--- config.mk ---
export PLATFORM = sky130hd
export DESIGN_NAME = nc_line_filler
export DESIGN_NICKNAME = d
export VERILOG_FILES = /design/src/rtl/ncf_pkg.sv /design/src/rtl/ncf_classify.sv /design/src/rtl/ncf_beat_issue.sv /design/src/rtl/ncf_line_gather.sv /design/src/rtl/ncf_flush_guard.sv /design/src/rtl/nc_line_filler.sv
export SDC_FILE = /design/constraint.sdc
export NUM_CORES = 1
export LEC_CHECK = 0
export CAP_MARGIN = 20
export CORE_AREA = 2 2 340 342
export CTS_CLUSTER_SIZE = 40
export DETAILED_ROUTE_END_ITERATION = 10
export DIE_AREA = 0 0 342 344
export DONT_BUFFER_PORTS = 1
export GPL_TIMING_DRIVEN = 1
export PLACE_DENSITY_LB_ADDON = 0.05
export SETUP_SLACK_MARGIN = 0.15
export SYNTH_ARGS = -nofsm -noshare
export SYNTH_HDL_FRONTEND = slang
export SYNTH_SLANG_ARGS = --single-unit
--- constraint.sdc ---
create_clock -name clk -period 22.5 [get_ports clk]
set_clock_uncertainty 0.2 [all_clocks]
set_input_delay 4.5 -clock clk [delete_from_list [all_inputs] [get_ports clk]]
set_output_delay 4.5 -clock clk [all_outputs]
set_load 0.02 [all_outputs]
--- src/rtl/ncf_pkg.sv ---
package ncf_pkg;
  typedef enum logic {
    XFER_PASS = 1'b0,
    XFER_LINE = 1'b1
  } xfer_e;
endpackage

--- src/rtl/ncf_classify.sv ---
module ncf_classify
  import ncf_pkg::*;
(
  input  logic  cacheable,
  input  logic  is_instr,
  input  logic  force_cache,
  output xfer_e kind
);
  always_comb begin
    if (cacheable) begin
      kind = XFER_LINE;
    end else if (is_instr && force_cache) begin
      kind = XFER_LINE;
    end else begin
      kind = XFER_PASS;
    end
  end
endmodule

--- src/rtl/ncf_beat_issue.sv ---
module ncf_beat_issue
  import ncf_pkg::*;
#(
  parameter int ADDR_W     = 32,
  parameter int BEAT_BYTES = 16,
  parameter int LINE_BYTES = 64
) (
  input  logic              clk,
  input  logic              rst_n,
  input  logic              start,
  input  xfer_e             kind,
  input  logic [ADDR_W-1:0] addr,
  output logic              mem_req_valid,
  input  logic              mem_req_ready,
  output logic [ADDR_W-1:0] mem_req_addr
);
  localparam int BEATS  = LINE_BYTES / BEAT_BYTES;
  localparam int BOFF_W = $clog2(BEAT_BYTES);
  localparam int LOFF_W = $clog2(LINE_BYTES);
  localparam int CNT_W  = $clog2(BEATS) + 1;

  logic [ADDR_W-1:0] base_q;
  logic [CNT_W-1:0]  sent_q;
  logic [CNT_W-1:0]  limit_q;

  always_ff @(posedge clk) begin
    if (!rst_n) begin
      base_q  <= '0;
      sent_q  <= '0;
      limit_q <= '0;
    end else if (start) begin
      sent_q <= '0;
      if (kind == XFER_LINE) begin
        base_q  <= {addr[ADDR_W-1:LOFF_W], {LOFF_W{1'b0}}};
        limit_q <= CNT_W'(BEATS);
      end else begin
        base_q  <= {addr[ADDR_W-1:BOFF_W], {BOFF_W{1'b0}}};
        limit_q <= CNT_W'(1);
      end
    end else if (mem_req_valid && mem_req_ready) begin
      sent_q <= sent_q + CNT_W'(1);
    end
  end

  assign mem_req_valid = (sent_q < limit_q);
  assign mem_req_addr  = base_q + (ADDR_W'(sent_q) << BOFF_W);
endmodule

--- src/rtl/ncf_line_gather.sv ---
module ncf_line_gather
  import ncf_pkg::*;
#(
  parameter int ADDR_W     = 32,
  parameter int BEAT_BYTES = 16,
  parameter int LINE_BYTES = 64
) (
  input  logic                      clk,
  input  logic                      rst_n,
  input  logic                      start,
  input  xfer_e                     kind,
  input  logic [ADDR_W-1:0]         line_addr,
  input  logic                      rsp_valid,
  input  logic [BEAT_BYTES*8-1:0]   rsp_data,
  output logic                      rsp_ready,
  output logic                      busy,
  output logic                      fill_valid,
  output logic                      pass_valid,
  output logic                      done,
  output logic [ADDR_W-1:0]         fill_addr,
  output logic [LINE_BYTES*8-1:0]   fill_data,
  output logic [BEAT_BYTES*8-1:0]   pass_data
);
  localparam int BEATS  = LINE_BYTES / BEAT_BYTES;
  localparam int BEAT_W = BEAT_BYTES * 8;
  localparam int CNT_W  = $clog2(BEATS) + 1;

  xfer_e             kind_q;
  logic [CNT_W-1:0]  need_q;
  logic [CNT_W-1:0]  cnt_q;
  logic              busy_q;
  logic [ADDR_W-1:0] line_q;
  logic              accept;
  logic              last;
  logic [BEAT_W-1:0] slot_q [BEATS];

  assign accept = rsp_valid && busy_q;
  assign last   = accept && (cnt_q == need_q - CNT_W'(1));

  always_ff @(posedge clk) begin
    if (!rst_n) begin
      kind_q     <= XFER_PASS;
      need_q     <= '0;
      cnt_q      <= '0;
      busy_q     <= 1'b0;
      line_q     <= '0;
      fill_valid <= 1'b0;
      pass_valid <= 1'b0;
      done       <= 1'b0;
    end else begin
      fill_valid <= 1'b0;
      pass_valid <= 1'b0;
      done       <= 1'b0;
      if (start) begin
        kind_q <= kind;
        need_q <= (kind == XFER_LINE) ? CNT_W'(BEATS) : CNT_W'(1);
        cnt_q  <= '0;
        busy_q <= 1'b1;
        line_q <= line_addr;
      end else if (last) begin
        busy_q     <= 1'b0;
        done       <= 1'b1;
        fill_valid <= (kind_q == XFER_LINE);
        pass_valid <= (kind_q == XFER_PASS);
      end else if (accept) begin
        cnt_q <= cnt_q + CNT_W'(1);
      end
    end
  end

  for (genvar g = 0; g < BEATS; g++) begin : g_slot
    always_ff @(posedge clk) begin
      if (!rst_n) begin
        slot_q[g] <= '0;
      end else if (accept && (cnt_q == CNT_W'(g))) begin
        slot_q[g] <= rsp_data;
      end
    end
    assign fill_data[g*BEAT_W +: BEAT_W] = slot_q[g];
  end

  assign rsp_ready = busy_q;
  assign busy      = busy_q;
  assign fill_addr = line_q;
  assign pass_data = slot_q[0];
endmodule

--- src/rtl/ncf_flush_guard.sv ---
module ncf_flush_guard (
  input  logic clk,
  input  logic rst_n,
  input  logic force_cache,
  input  logic flush_done,
  output logic clr_err
);
  logic force_q;
  logic flushed_q;
  logic rise;
  logic fall;

  assign rise = force_cache && !force_q;
  assign fall = !force_cache && force_q;

  always_ff @(posedge clk) begin
    if (!rst_n) begin
      force_q   <= 1'b0;
      flushed_q <= 1'b1;
      clr_err   <= 1'b0;
    end else begin
      force_q <= force_cache;
      if (rise) begin
        flushed_q <= 1'b0;
      end else if (flush_done) begin
        flushed_q <= 1'b1;
      end
      clr_err <= fall && !(flushed_q || flush_done);
    end
  end
endmodule

--- src/rtl/nc_line_filler.sv ---
module nc_line_filler
  import ncf_pkg::*;
#(
  parameter int ADDR_W     = 32,
  parameter int BEAT_BYTES = 16,
  parameter int LINE_BYTES = 64,
  localparam int BEAT_W    = BEAT_BYTES * 8,
  localparam int LINE_W    = LINE_BYTES * 8
) (
  input  logic              clk,
  input  logic              rst_n,
  input  logic              force_cache,
  input  logic              flush_done,
  input  logic              req_valid,
  output logic              req_ready,
  input  logic [ADDR_W-1:0] req_addr,
  input  logic              req_cacheable,
  input  logic              req_is_instr,
  output logic              mem_req_valid,
  input  logic              mem_req_ready,
  output logic [ADDR_W-1:0] mem_req_addr,
  input  logic              mem_rsp_valid,
  output logic              mem_rsp_ready,
  input  logic [BEAT_W-1:0] mem_rsp_data,
  output logic              fill_valid,
  output logic [ADDR_W-1:0] fill_addr,
  output logic [LINE_W-1:0] fill_data,
  output logic              pass_valid,
  output logic [BEAT_W-1:0] pass_data,
  output logic              done,
  output logic              clr_err
);
  localparam int LOFF_W = $clog2(LINE_BYTES);

  xfer_e             kind;
  logic              start;
  logic              busy;
  logic [ADDR_W-1:0] line_base;

  assign req_ready = !busy;
  assign start     = req_valid && req_ready;
  assign line_base = {req_addr[ADDR_W-1:LOFF_W], {LOFF_W{1'b0}}};

  ncf_classify u_classify (
    .cacheable   (req_cacheable),
    .is_instr    (req_is_instr),
    .force_cache (force_cache),
    .kind        (kind)
  );

  ncf_beat_issue #(
    .ADDR_W     (ADDR_W),
    .BEAT_BYTES (BEAT_BYTES),
    .LINE_BYTES (LINE_BYTES)
  ) u_issue (
    .clk           (clk),
    .rst_n         (rst_n),
    .start         (start),
    .kind          (kind),
    .addr          (req_addr),
    .mem_req_valid (mem_req_valid),
    .mem_req_ready (mem_req_ready),
    .mem_req_addr  (mem_req_addr)
  );

  ncf_line_gather #(
    .ADDR_W     (ADDR_W),
    .BEAT_BYTES (BEAT_BYTES),
    .LINE_BYTES (LINE_BYTES)
  ) u_gather (
    .clk        (clk),
    .rst_n      (rst_n),
    .start      (start),
    .kind       (kind),
    .line_addr  (line_base),
    .rsp_valid  (mem_rsp_valid),
    .rsp_data   (mem_rsp_data),
    .rsp_ready  (mem_rsp_ready),
    .busy       (busy),
    .fill_valid (fill_valid),
    .pass_valid (pass_valid),
    .done       (done),
    .fill_addr  (fill_addr),
    .fill_data  (fill_data),
    .pass_data  (pass_data)
  );

  ncf_flush_guard u_guard (
    .clk         (clk),
    .rst_n       (rst_n),
    .force_cache (force_cache),
    .flush_done  (flush_done),
    .clr_err     (clr_err)
  );
endmodule

# ---- Yosys cells after proc, flatten, opt, wreduce, memory -nomap -nowiden
# Memory sizes are Yosys's and may differ from the RTL's.
# Cells that the tools add are included.
dict set report totals {
  wordCells 79
  n_memories 1
  ramBits 512
  out_inout_bits 711
  in_bits 169
  ff_bits 75
}
# name depth word_bits rd rd_ports_with_merged_regs wr line
set mem_list {}
lappend mem_list {u_gather.slot_q 4 128 4 0 4 ncf_line_gather.sv:35} ;# logic [BEAT_W-1:0] slot_q [BEATS];
dict set report op_classes {
  bitwise 7
  eq_ne 4
  n_lt_le_gt_ge 1
  muxes 26
  add_sub_neg 4
  reduce_logical 23
}
# cell count
set op_table {}
lappend op_table {{2-to-1 mux 128 bit} 4}
lappend op_table {{adder 32 x 7 -> 32 bit} 1}
lappend op_table {{2-to-1 mux 1 bit} 20}
lappend op_table {{logical AND 1 bit} 12}
lappend op_table {{adder 3 x 1 -> 3 bit, second input constant} 2}
lappend op_table {{== test 3 x 2 -> 1 bit, second input constant} 2}
lappend op_table {{2-to-1 mux 6 bit} 1}
lappend op_table {{zero test 1 bit} 4}
lappend op_table {{OR 1 bit} 4}
lappend op_table {{nonzero test 2 bit} 2}
lappend op_table {{== test 3 x 1 -> 1 bit, second input constant} 1}
lappend op_table {{== test 3 bit} 1}
lappend op_table {{zero test 3 bit} 1}
lappend op_table {{< comparator 3 bit} 1}
lappend op_table {{2-to-1 mux 3 bit} 1}
lappend op_table {{inverter 1 bit} 3}
lappend op_table {{OR reduction 3 bit} 1}
lappend op_table {{subtractor 3 x 1 -> 3 bit, second input constant} 1}
lappend op_table {{AND reduction 2 bit} 1}
lappend op_table {{OR reduction 2 bit} 1}
lappend op_table {{logical OR 1 bit} 1}

# ---- Longest topological paths before layout
dict set report depth {
  depth_word 6
  depth_mapped 7
  mapped_depth_nobuf 7
}

# ---- Cells and area by module
# Synthesis repeated with hierarchy kept, for this count alone.
dict set report hier_totals {
  hier_cells 1596
  hier_area_um2 23625.2
}
# mod area_each_um2 cells_per_inst n_inst seq_area_each_um2
set by_module_without_submodules {}
lappend by_module_without_submodules {ncf_line_gather 21523.1 1371 1 16195.5}
lappend by_module_without_submodules {ncf_beat_issue 1988.2 213 1 660.6}
lappend by_module_without_submodules {ncf_flush_guard 92.6 8 1 60.1}
lappend by_module_without_submodules {nc_line_filler 13.8 3 1 0.0}
lappend by_module_without_submodules {ncf_classify 7.5 1 1 0.0}

# ---- Least setup slack after synthesis
# OpenSTA, ideal clock, no wires.
dict set report synth_timing {
  path_type {input to register}
  from {in mem_rsp_valid}
  to {mem u_gather.slot_q[0][0] (netlist bit), enable pin}
  path_slack_ns 7.855
  setup_ns 0.792
  arrival_ns 13.654
  required_time_ns 21.508
  cell_stages 2
  path_buffers 0
  path_cell_list {nand2_1 -> o21ai_0}
}
# item line
set synth_lines {}
lappend synth_lines {{from (decl)} nc_line_filler.sv:22} ;# input logic mem_rsp_valid,
lappend synth_lines {{to (decl)} ncf_line_gather.sv:35}

# ---- Final worst setup path
dict set report layout_timing {
  from {reg u_issue.sent_q[0]}
  to {out mem_req_addr[30]}
}
dict set report layout_via {
  elab_chain_cells 1
}
# item line
set layout_rtl {}
lappend layout_rtl {{from (decl)} ncf_beat_issue.sv:23} ;# logic [CNT_W-1:0] sent_q;
lappend layout_rtl {{from (signal assigned)} ncf_beat_issue.sv:41} ;# sent_q <= sent_q + CNT_W'(1);
lappend layout_rtl {{adder 32 x 7 -> 32 bit} ncf_beat_issue.sv:46} ;# assign mem_req_addr = base_q + (ADDR_W'(sent_q) << BOFF_W);
lappend layout_rtl {{to (decl)} nc_line_filler.sv:21} ;# output logic [ADDR_W-1:0] mem_req_addr,
# Every way passes these cells.

==> run metrics <==
Post-Syn Instances=~1.5k; DIE WIDTH=between 300 and 400 µm; status=finished, final reports clean; cell area after layout=25200 µm²; gr ovfl total=0; FF-to-FF End=u_gather.slot_q[0][153]; largest cells by area after synthesis=edfxtp_1 69%, and2_1 15%, buf_4 5.5%; Mapped Area=22300 µm²; Crit Reg-Reg Startpoint=u_gather.busy; FP Rows=about 120; final setup fails=0; CTS tree=built; critical path endpoint category=output pin; IO Port Bufs=0; Synth top area share=0.688; unrepaired setup endpoints after global routing=no; slew margin rel.=0.287; number of distinct library cells after synthesis=between 40 and 50; clock sink count=roughly 560; Worst-Margin Slew=between 1 and 1.5 ns; post-synthesis area per instance=between 10 and 15 µm²; GP Congestion=between 0.7 and 0.8; initial antenna violation count=3; Die H=~340 µm; via count=around 11k; Post-synth ARST share=0; wl on met1=~30 mm; Total GRT Usage=0.139; fmax=approximately 130 MHz; vias in the first global route=between 10k and 15k; First DRT Iteration DRCs=674; first-pass GRT wire length=111 mm; peak supply drop=~0.048 mV; TritonCTS Buffers=73; kind of critical path=register to output pin; proportion of synthesized area in mux cells=0.000448; power per cell area=approximately 98 nW/µm²; Synth Area in Compound Gates=0.0178; H-tree levels=3; Max Used Layer=met4; Routed WL per cell=slightly below 30 µm; Hold Vio Cnt, Final=0; hold path depth=1; hold_buf cts=0; clock slew at reported path FFs=0.06 ns; Core ar.=114000 µm²; Ys Warns=0; Post-DP Area=approximately 23000 µm²; leak pwr=around 9 nW; CTS resizes=0; TritonRoute pass-1 iters=5; met3 WL=between 7 and 8 mm; final WL=85.4 mm; die area=between 100000 and 150000 µm²; Worst Path Required=~18 ns; Area growth syn-to-layout=12.8%; CTS root buf=clkbuf_16; post-synthesis xor/xnor area fraction=0.0114; Layout Nets=1544; largest net degree at the start of global routing=roughly 120; simple-gate share of the synthesized area=0.166; R2R cell count=6; min Tclk post-route=a little under 8 ns; crit path launch type=register; vias per inst=roughly 3.7; final slew viol count=0; Worst Path Arrival=between 3 and 4 ns; Clk Latency, worst-skew pair=about 0.63 ns; layout cell share with drive strength beyond 1=0.0896; antenna viol nets, final=0; number of synthesized flops with an enable pin=between 500 and 600; Post-DP HPWL=about 57 mm; post-synthesis sequential area ratio=0.727; max-cap violation count=0; initial core utilization=0.196; Synth area leader=edfxtp_1; clock buffer depth=3; Top FF cell, synth=edfxtp_1; Hold Slack=0.232 ns; Ports=880; Yosys reg bits=555; setup slack, reg-to-reg=about 18 ns; hold_sp=u_guard.flushed_q; met2 WL=about 45 mm; main combinational cell family by area after synthesis=simple AND/OR/NAND/NOR gates; final setup TNS=0 ns; Hold Crit Class=register to register; Post-CTS Setup Inserts=0; Tcrit/Tclk final=0.343; area share of fa/ha/maj cells after synthesis=0.00650; DRC=0; crit-path max FO=7; Hold Path Sink=u_guard.clr_err
## layout make-up
class | count | area, µm²
Fill cell | 12100 | 88700
Multi-Input combinational cell | 703 | 4620
Tap cell | 1512 | 1890
Inverter | 11 | 41.3
Antenna cell | 4 | 10.0
Timing Repair Buffer | 20 | 183
Clock buffer | 92 | 1930
Sequential cell | 555 | 16200
Clock inverter | 36 | 278
## cell usage after synthesis (11+ instances only)
master,n
and2_1,518
edfxtp_1,512
buf_4,165
dfxtp_1,43
clkbuf_2,36
a22o_1,26
nand2_1,20
xnor2_1,17
clkbuf_1,16
nor2_1,15
xor2_1,12
buf_2,11
inv_1,11
## flip-flops by register name, indices dropped and copies added (netlist names)
name / count
u_gather.busy: 1
u_gather.slot_q: 512
u_gather.fill_addr: 26
u_issue.limit_q: 2
u_guard.clr_err: 1
u_guard.flushed_q: 1
u_guard.force_q: 1
u_gather.pass_valid: 1
u_gather.fill_valid: 1
u_gather.done: 1
u_gather.cnt_q: 3
u_issue.base_q: 2
u_issue.sent_q: 3
## kinds of logic (layout without fill, tap and decap cells)
logic type               count (synthesis)  in the layout
other                                    1             14
multiplexers                             1              1
XOR/XNOR                                29             29
flip-flops                             555            555
AND/OR/NAND/NOR                        604            604
buffers and inverters                  240            159
adder cells (fa/ha/maj)                 11             11
AO/OA/AOI/OAI                           48             48
## routing by layer
metal | global-route usage | vias to the layer above
met5 | 0 | -
met4 | 0.0451 | 0
met3 | 0.0560 | 90
met2 | 0.255 | 542
met1 | 0.143 | 5521
li1 | - | 4733
## worst max-delay path, stage by stage, from the launching register on
cell and delay [ns]:
dfxtp_1 0.41, ha_1 0.21, inv_1 0.06, fa_1 0.40, nor2b_1 0.28, o2111ai_4 0.22, nor4_2 0.39, xor2_1 0.43
## worst max-delay path by stage
stage,cells past startpoint,start,to,slack [ns]
after floorplan,2,mem_rsp_valid,u_gather.slot_q[0][0],7.85
after global placement,6,mem_rsp_valid,u_gather.slot_q[0][150],14.43
after detailed placement,6,mem_rsp_valid,u_gather.slot_q[0][153],14.41
after CTS,7,u_issue.sent_q[0],mem_req_addr[30],14.70
after global routing,7,u_issue.sent_q[0],mem_req_addr[30],14.57
final,7,u_issue.sent_q[0],mem_req_addr[30],14.78
## layout by cell type, fill, tap and decap left out, types with 3 or more instances in the layout
master     netlist  layout
and4_1           3       3
nand2_1         20      19
conb_1           1      10
clkbuf_1        16      17
nor2_1          15      12
a21oi_1          6       6
edfxtp_1       512     512
nand3_1          7       7
clkbuf_16        0      74
o21ai_4          0       3
xnor2_1         17      17
o21ai_0          7       4
and3_1           6       5
clkinv_1         0      20
clkinv_2         0       5
nor2_4           0       3
a22o_1          26      26
bufinv_16        0       3
nor2b_1          4       4
inv_1           11      11
inv_6            0       4
ha_1            10      10
nand2b_1         3       3
and2_1         518     518
buf_4          165      18
diode_2          0       4
nor4_1           3       3
dfxtp_1         43      43
nor3_1           5       5
xor2_1          12      12
nand4_1         10      10
## power breakdown
part / internal, mW / switching, mW / leakage (nW) / total, mW
registers: 1.17 / 0.120 / 5.67 / 1.30
logic: 0.0123 / 0.0494 / 2.21 / 0.0618
clock network: 0.641 / 0.474 / 1.07 / 1.11
## through the flow
stage | setup slack [ns] | total power [mW] | std cells | util
3_5_place_dp | 14.41 | 1.39 | 2801 | 0.202
2_1_floorplan | 7.85 | 1.37 | 1498 | -
5_1_grt | 14.57 | 2.57 | 2930 | 0.221
4_1_cts | 14.70 | 2.53 | 2929 | 0.221
6_report | 14.78 | 2.47 | 2933 | 0.221
3_3_place_gp | 14.43 | 1.39 | 2800 | 0.201
No activity file was read; power rests on OpenSTA's default activity.
